<file path="src/rtl/wdt_pkg.sv">
package wdt_pkg;
  localparam int unsigned ADDR_W = 3;
  localparam int unsigned N_CH   = 2;
  localparam int unsigned ACT_W  = 3;
  localparam int unsigned MC_W   = ACT_W * N_CH;

  localparam logic [ADDR_W-1:0] A_RUN  = 3'd0;
  localparam logic [ADDR_W-1:0] A_CNT  = 3'd1;
  localparam logic [ADDR_W-1:0] A_ACT  = 3'd2;
  localparam logic [ADDR_W-1:0] A_CMP0 = 3'd3;
  localparam logic [ADDR_W-1:0] A_CMP1 = 3'd4;
  localparam logic [ADDR_W-1:0] A_STAT = 3'd5;
  localparam logic [ADDR_W-1:0] A_IEN  = 3'd6;

  typedef struct packed {
    logic stop;
    logic clr;
    logic flag;
  } ch_act_t;
endpackage

</file>
<file path="src/rtl/wdt_counter.sv">
module wdt_counter #(
  parameter int unsigned CNT_W = 32
) (
  input  logic             clk_i,
  input  logic             rst_ni,
  input  logic             run_i,
  input  logic             clr_i,
  input  logic             hold_i,
  output logic [CNT_W-1:0] cnt_o
);
  logic [CNT_W-1:0] cnt_q;

  always_ff @(posedge clk_i or negedge rst_ni) begin
    if (!rst_ni)      cnt_q <= '0;
    else if (run_i) begin
      if (clr_i)      cnt_q <= '0;
      else if (!hold_i) cnt_q <= cnt_q + CNT_W'(1);
    end
  end

  assign cnt_o = cnt_q;

  p_step_r2: assert property (@(posedge clk_i) disable iff (!rst_ni)
    run_i && !clr_i && !hold_i |=> cnt_o == $past(cnt_o) + CNT_W'(1));

  p_idle_r2: assert property (@(posedge clk_i) disable iff (!rst_ni)
    !run_i |=> $stable(cnt_o));

  p_clear_r5: assert property (@(posedge clk_i) disable iff (!rst_ni)
    run_i && clr_i |=> cnt_o == '0);

  p_hold_r6: assert property (@(posedge clk_i) disable iff (!rst_ni)
    run_i && hold_i && !clr_i |=> $stable(cnt_o));
endmodule

</file>
<file path="src/rtl/wdt_match.sv">
module wdt_match
  import wdt_pkg::*;
#(
  parameter int unsigned CNT_W = 32
) (
  input  logic                       run_i,
  input  logic [CNT_W-1:0]           cnt_i,
  input  logic [N_CH-1:0][CNT_W-1:0] cmp_i,
  input  ch_act_t [N_CH-1:0]         act_i,
  output logic [N_CH-1:0]            flag_o,
  output logic                       clr_o,
  output logic                       stop_o,
  output logic                       last_hit_o
);
  logic [N_CH-1:0] hit, clr_v, stop_v;

  for (genvar g = 0; g < N_CH; g++) begin : g_ch
    assign hit[g]    = run_i && (cnt_i == cmp_i[g]);
    assign flag_o[g] = hit[g] & act_i[g].flag;
    assign clr_v[g]  = hit[g] & act_i[g].clr;
    assign stop_v[g] = hit[g] & act_i[g].stop;
  end

  assign clr_o      = |clr_v;
  assign stop_o     = |stop_v;
  assign last_hit_o = hit[N_CH-1];
endmodule

</file>
<file path="src/rtl/wdt_regs.sv">
module wdt_regs
  import wdt_pkg::*;
#(
  parameter int unsigned CNT_W = 32
) (
  input  logic                       clk_i,
  input  logic                       rst_ni,
  input  logic                       we_i,
  input  logic [ADDR_W-1:0]          addr_i,
  input  logic [CNT_W-1:0]           wdata_i,
  input  logic [CNT_W-1:0]           cnt_i,
  input  logic [N_CH-1:0]            flag_i,
  input  logic                       stop_i,
  output logic                       run_o,
  output ch_act_t [N_CH-1:0]         act_o,
  output logic [N_CH-1:0][CNT_W-1:0] cmp_o,
  output logic [N_CH-1:0]            stat_o,
  output logic                       ien_o,
  output logic [CNT_W-1:0]           rdata_o
);
  logic                       run_q, ien_q;
  logic [MC_W-1:0]            act_q;
  logic [N_CH-1:0][CNT_W-1:0] cmp_q;
  logic [N_CH-1:0]            stat_q, w1c;
  logic                       wr_run;

  assign wr_run = we_i && (addr_i == A_RUN);
  assign w1c    = (we_i && addr_i == A_STAT) ? wdata_i[N_CH-1:0] : '0;

  always_ff @(posedge clk_i or negedge rst_ni) begin
    if (!rst_ni) begin
      run_q  <= 1'b0;
      ien_q  <= 1'b0;
      act_q  <= '0;
      cmp_q  <= '0;
      stat_q <= '0;
    end else begin
      if (wr_run)      run_q <= wdata_i[0];
      else if (stop_i) run_q <= 1'b0;
      if (we_i && addr_i == A_IEN)  ien_q    <= wdata_i[0];
      if (we_i && addr_i == A_ACT)  act_q    <= wdata_i[MC_W-1:0];
      if (we_i && addr_i == A_CMP0) cmp_q[0] <= wdata_i;
      if (we_i && addr_i == A_CMP1) cmp_q[1] <= wdata_i;
      stat_q <= (stat_q & ~w1c) | flag_i;
    end
  end

  for (genvar g = 0; g < N_CH; g++) begin : g_act
    assign act_o[g] = act_q[g*ACT_W +: ACT_W];

    p_sticky_r3: assert property (@(posedge clk_i) disable iff (!rst_ni)
      stat_o[g] && !w1c[g] |=> stat_o[g]);

    p_w1c_r4: assert property (@(posedge clk_i) disable iff (!rst_ni)
      w1c[g] && !flag_i[g] |=> !stat_o[g]);
  end

  assign run_o  = run_q;
  assign ien_o  = ien_q;
  assign cmp_o  = cmp_q;
  assign stat_o = stat_q;

  always_comb begin
    unique case (addr_i)
      A_RUN:   rdata_o = CNT_W'(run_q);
      A_CNT:   rdata_o = cnt_i;
      A_ACT:   rdata_o = CNT_W'(act_q);
      A_CMP0:  rdata_o = cmp_q[0];
      A_CMP1:  rdata_o = cmp_q[1];
      A_STAT:  rdata_o = CNT_W'(stat_q);
      A_IEN:   rdata_o = CNT_W'(ien_q);
      default: rdata_o = '0;
    endcase
  end

  p_stop_r6: assert property (@(posedge clk_i) disable iff (!rst_ni)
    stop_i && !wr_run |=> !run_o);

  p_sw_wins_r11: assert property (@(posedge clk_i) disable iff (!rst_ni)
    wr_run |=> run_o == $past(wdata_i[0]));
endmodule

</file>
<file path="src/rtl/wdt_dual_match.sv">
module wdt_dual_match
  import wdt_pkg::*;
#(
  parameter int unsigned CNT_W = 32
) (
  input  logic              clk_i,
  input  logic              rst_ni,
  input  logic              we_i,
  input  logic [2:0]        addr_i,
  input  logic [CNT_W-1:0]  wdata_i,
  output logic [CNT_W-1:0]  rdata_o,
  output logic              irq_o,
  output logic              rst_req_o
);
  logic                       run, clr, stop, last_hit, ien;
  logic [CNT_W-1:0]           cnt;
  logic [N_CH-1:0][CNT_W-1:0] cmp;
  logic [N_CH-1:0]            flag, stat;
  ch_act_t [N_CH-1:0]         act;
  logic                       rst_req_q;

  wdt_regs #(.CNT_W(CNT_W)) u_regs (
    .clk_i(clk_i), .rst_ni(rst_ni), .we_i(we_i), .addr_i(addr_i),
    .wdata_i(wdata_i), .cnt_i(cnt), .flag_i(flag), .stop_i(stop),
    .run_o(run), .act_o(act), .cmp_o(cmp), .stat_o(stat),
    .ien_o(ien), .rdata_o(rdata_o)
  );

  wdt_match #(.CNT_W(CNT_W)) u_match (
    .run_i(run), .cnt_i(cnt), .cmp_i(cmp), .act_i(act),
    .flag_o(flag), .clr_o(clr), .stop_o(stop), .last_hit_o(last_hit)
  );

  wdt_counter #(.CNT_W(CNT_W)) u_cnt (
    .clk_i(clk_i), .rst_ni(rst_ni), .run_i(run), .clr_i(clr),
    .hold_i(stop), .cnt_o(cnt)
  );

  // reset request: registered, ignores channel flag enable
  always_ff @(posedge clk_i or negedge rst_ni) begin
    if (!rst_ni) rst_req_q <= 1'b0;
    else         rst_req_q <= last_hit;
  end

  assign rst_req_o = rst_req_q;
  assign irq_o     = stat[0] & ien;

  p_rst_req_needs_run_r9: assert property (@(posedge clk_i) disable iff (!rst_ni)
    !run |=> !rst_req_o);
endmodule

</file>
<file path="config.mk">
export PLATFORM = sky130hd
export DESIGN_NAME = wdt_dual_match
export DESIGN_NICKNAME = d
export VERILOG_FILES = /design/src/rtl/wdt_pkg.sv /design/src/rtl/wdt_counter.sv /design/src/rtl/wdt_match.sv /design/src/rtl/wdt_regs.sv /design/src/rtl/wdt_dual_match.sv
export SDC_FILE = /design/constraint.sdc
export NUM_CORES = 1
export LEC_CHECK = 0
export BUFFER_PORTS_ARGS = -buffer_cell sky130_fd_sc_hd__buf_2
export CAP_MARGIN = 20
export CORE_MARGIN = 2
export CORE_UTILIZATION = 50
export CTS_BUF_LIST = sky130_fd_sc_hd__clkbuf_8
export DETAILED_ROUTE_END_ITERATION = 16
export PLACE_DENSITY = 0.7
export SLEW_MARGIN = 20
export SYNTH_ARGS = -nofsm -noshare
export SYNTH_HDL_FRONTEND = slang
export SYNTH_SLANG_ARGS = --single-unit
</file>
<file path="constraint.sdc">
create_clock -name clk_i -period 2.8 [get_ports clk_i]
set_input_delay 0.14 -clock clk_i [delete_from_list [all_inputs] [get_ports clk_i]]
set_output_delay 0.14 -clock clk_i [all_outputs]
set_load 0.01 [all_outputs]
</file>
==> metrics.yaml <==
floorplanning:
  num_io_pins: 72
  die_h_um: 118
  initial_core_util_pct: 51.4
  coreArea_um2: 12600
  die_area_um2: 13900
  die_w_um: 118
  rows: 41
sta:
  hold_ws_ns: 0.0148
  period_needed_ns: 2.72
  setup_viol: 0
  worstMarginPinSlew_ns: 0.833
  slew_viol_final: 0
  finalHoldViolCount: 0
  fmaxAchievable_mhz: 368
  slew_headroom_pct: 44.5
  skew_ns: 0.0107
  final.period_utilization_pct: 97.0
detailed_routing:
  drt_iter0_drc: 424
  antenna_left: 0
  drc: 0
  avgRoutedWirePerCell_um: 21.1
  vias: 5440
  drt_pass1_iterations: 5
  viasPerCell: 6.09
  wl_um: 18900
synth:
  synth_area_leaders: "dfrtp_1 41%, mux2_2 12%, xor2_1 6.9%, mux2i_1 5.7%, nand2_1 3.2%"
  synth_edf_count: 0
  synth_compound_area_share_pct: 8.97
  synthMuxAreaShare_pct: 18.4
  synth-xor-area-share_pct: 9.30
  synth-seq-cells: 107
  ys_types: 57
  syn_inst: 636
  synth_top_cell_by_area: "dfrtp_1"
  synthFlopType: "dfrtp_1"
  synth_nets: 675
  synth_top_family_by_area: "multiplexers"
  synthSimpleGateAreaFrac_pct: 16.9
  synthAdderAreaFrac_pct: 0.193
  ys_seq_area_share_pct: 41.3
  synth_common_cells: "107 x dfrtp_1, 71 x mux2_2, 56 x nand2_1, 51 x xor2_1, 37 x mux2i_1"
  synth.most_common_cell: "dfrtp_1"
  syn_area_um2: 6490
  yosys_warnings: 0
  async_reset_ff_share_pct: 100
  yosys.area.top_type_share_pct: 41.3
  postSynthAreaPerCell_um2: 10.2
finish:
  layout.nets: 756
  design_area_um2: 7510
  antenna_cells: 0
  fin_cells: 894
  nFillCells: 1086
  drive_gt1_share_pct: 29.4
  final_util_pct: 59.5
  area_growth_pct: 15.7
global_route:
  track_usage_pct: 27.6
  grt-ovfl-total: 0
  antenna_found_initial: 0
  grt_start_max_net_pins: 60
  grt_first_pass_wirelength_um: 30100
  grt_pass1_vias: 5412
power_and_ir_drop:
  irDropWorstVdd_mv: 0.436
  p_leak_nw: 3.45
  finalPower_w: 0.00453
  power_density_nw_per_um2: 603
critical_path:
  startpoint: "u_cnt.cnt_o[30]$_DFFE_PN0P_"
  path_max_fanout: 12
  worst-setup-path-type: "reg -> reg"
  r2r_end: "u_cnt.cnt_o[28]$_DFFE_PN0P_"
  startpoint_type: "flip-flop"
  cp-end-kind: "flip-flop"
  r2r_slack_ns: 0.08
  crit_arrival_ns: 2.99
  r2r_start: "u_cnt.cnt_o[30]$_DFFE_PN0P_"
  rr_worst_depth: 8
  crit_required_ns: 3.07
clock_network:
  cts_htree_levels: 3
  cts_tree: "yes"
  cts_sinks: 107
  cts_made_buffers: 9
  cts_root_buffer: "clkbuf_8"
  clkTransAtPathRegs_ns: 0.10
  insertion_delay_ns: 0.39
  cts_max_path_buffers: 2
min_path:
  hp-class: "in -> reg"
  hold_depth: 2
  holdPathEnd: "u_regs.cmp_o[26]$_DFFE_PN0P_"
  holdCritStartpoint: "wdata_i[26]"
place:
  dpl.cell_count: 853
  dp_hpwl_um: 13800
  port_buffers: 71
  place_area_um2: 7020
  gp_congestion: 1.02
flow_run:
  cap_violations: 0
outcome:
  outcome: "completed"
## critical path: stages, from the launching register on
cell,delay [ns]
dfrtp_2,0.47
xor2_1,0.19
nand4bb_1,0.19
or4_4,0.56
nor4_4,0.40
a221o_4,0.32
buf_4,0.21
o311ai_0,0.17
o41ai_1,0.10
## per-stage QoR
step / worst slack [ns] / setup TNS [ns]
finish: 0.0849 / 0
global route: -0.0000437 / -0.0000437
CTS: 0.0493 / 0
detailed placement: 0.110 / 0
global placement: 0.133 / 0
floorplan: 0.403 / 0
## placed cells by master, fill, tap and decap left out, drive strengths merged, types with 13 or more instances in the layout
| cell | count |
|---|---|
| dfrtp | 107 |
| buf | 106 |
| mux2 | 71 |
| nand2 | 56 |
| xor2 | 51 |
| mux2i | 37 |
| o21ai | 33 |
| nand3 | 29 |
| nor4 | 23 |
| dlygate4sd3 | 21 |
| nor2 | 18 |
| xnor2 | 17 |
| nand4 | 16 |
| nand2b | 15 |
| clkbuf | 13 |
## state kept, by name, indices dropped and copies added, names as in the netlist
name	cells
u_regs.cmp_o	64
u_cnt.cnt_o	32
u_regs.ien_o	1
rst_req_o	1
u_regs.act_o	6
u_regs.stat_o	2
u_regs.run_o	1
## area by class of cell
type / instances / area, um^2 / share of cell area (%)
multi-input combinational: 465 / 3520 / 46.9
sequential: 107 / 2680 / 35.7
timing repair buffer: 127 / 843 / 11.2
tap: 172 / 215 / 2.87
clock buffer: 13 / 179 / 2.38
clock inverter: 3 / 43.8 / 0.583
inverter: 7 / 26.3 / 0.350
## where the power goes
group | total [W] | switching, W | internal (W) | leakage [nW]
clock network | 0.00105 | 0.000537 | 0.000512 | 0.116
logic | 0.00131 | 0.000702 | 0.000606 | 2.00
registers | 0.00217 | 0.000358 | 0.00181 | 1.34
## routing by layer
layer | part of all wire, % | vias up | track usage [%]
met2 | 46 | 222 | 42.9
met1 | 45 | 2735 | 38.8
li1 | - | 2441 | -
met5 | 0 | - | 0
met4 | 3.1 | 0 | 11.4
met3 | 5.5 | 42 | 3.92
## cell families (layout without fill, tap and decap cells)
logic type | count (synthesis) | count (layout)
XOR/XNOR | 68 | 68
adder cells (fa/ha/maj) | 1 | 1
AND/OR/NAND/NOR | 202 | 202
AO/OA/AOI/OAI | 85 | 85
multiplexers | 109 | 109
buffers and inverters | 64 | 150
flip-flops | 107 | 107
## what timing repair did
item                       CTS  global route
setup buffers                0             4
hold endpoints to repair    92             0
resized for setup            0             5
setup endpoints to repair    0            11
hold buffers                21             0
## worst max path at each step
stage | end | slack, ns | cells after the start
2_1_floorplan | u_cnt.cnt_o[23]$_DFFE_PN0P_ | 0.40 | 8
3_3_place_gp | u_cnt.cnt_o[23]$_DFFE_PN0P_ | 0.13 | 7
3_5_place_dp | u_cnt.cnt_o[30]$_DFFE_PN0P_ | 0.11 | 8
4_1_cts | u_cnt.cnt_o[28]$_DFFE_PN0P_ | 0.05 | 8
5_1_grt | u_cnt.cnt_o[28]$_DFFE_PN0P_ | -0.00004 | 8
6_report | u_cnt.cnt_o[28]$_DFFE_PN0P_ | 0.08 | 8
No activity file was read; power rests on OpenSTA's default activity.
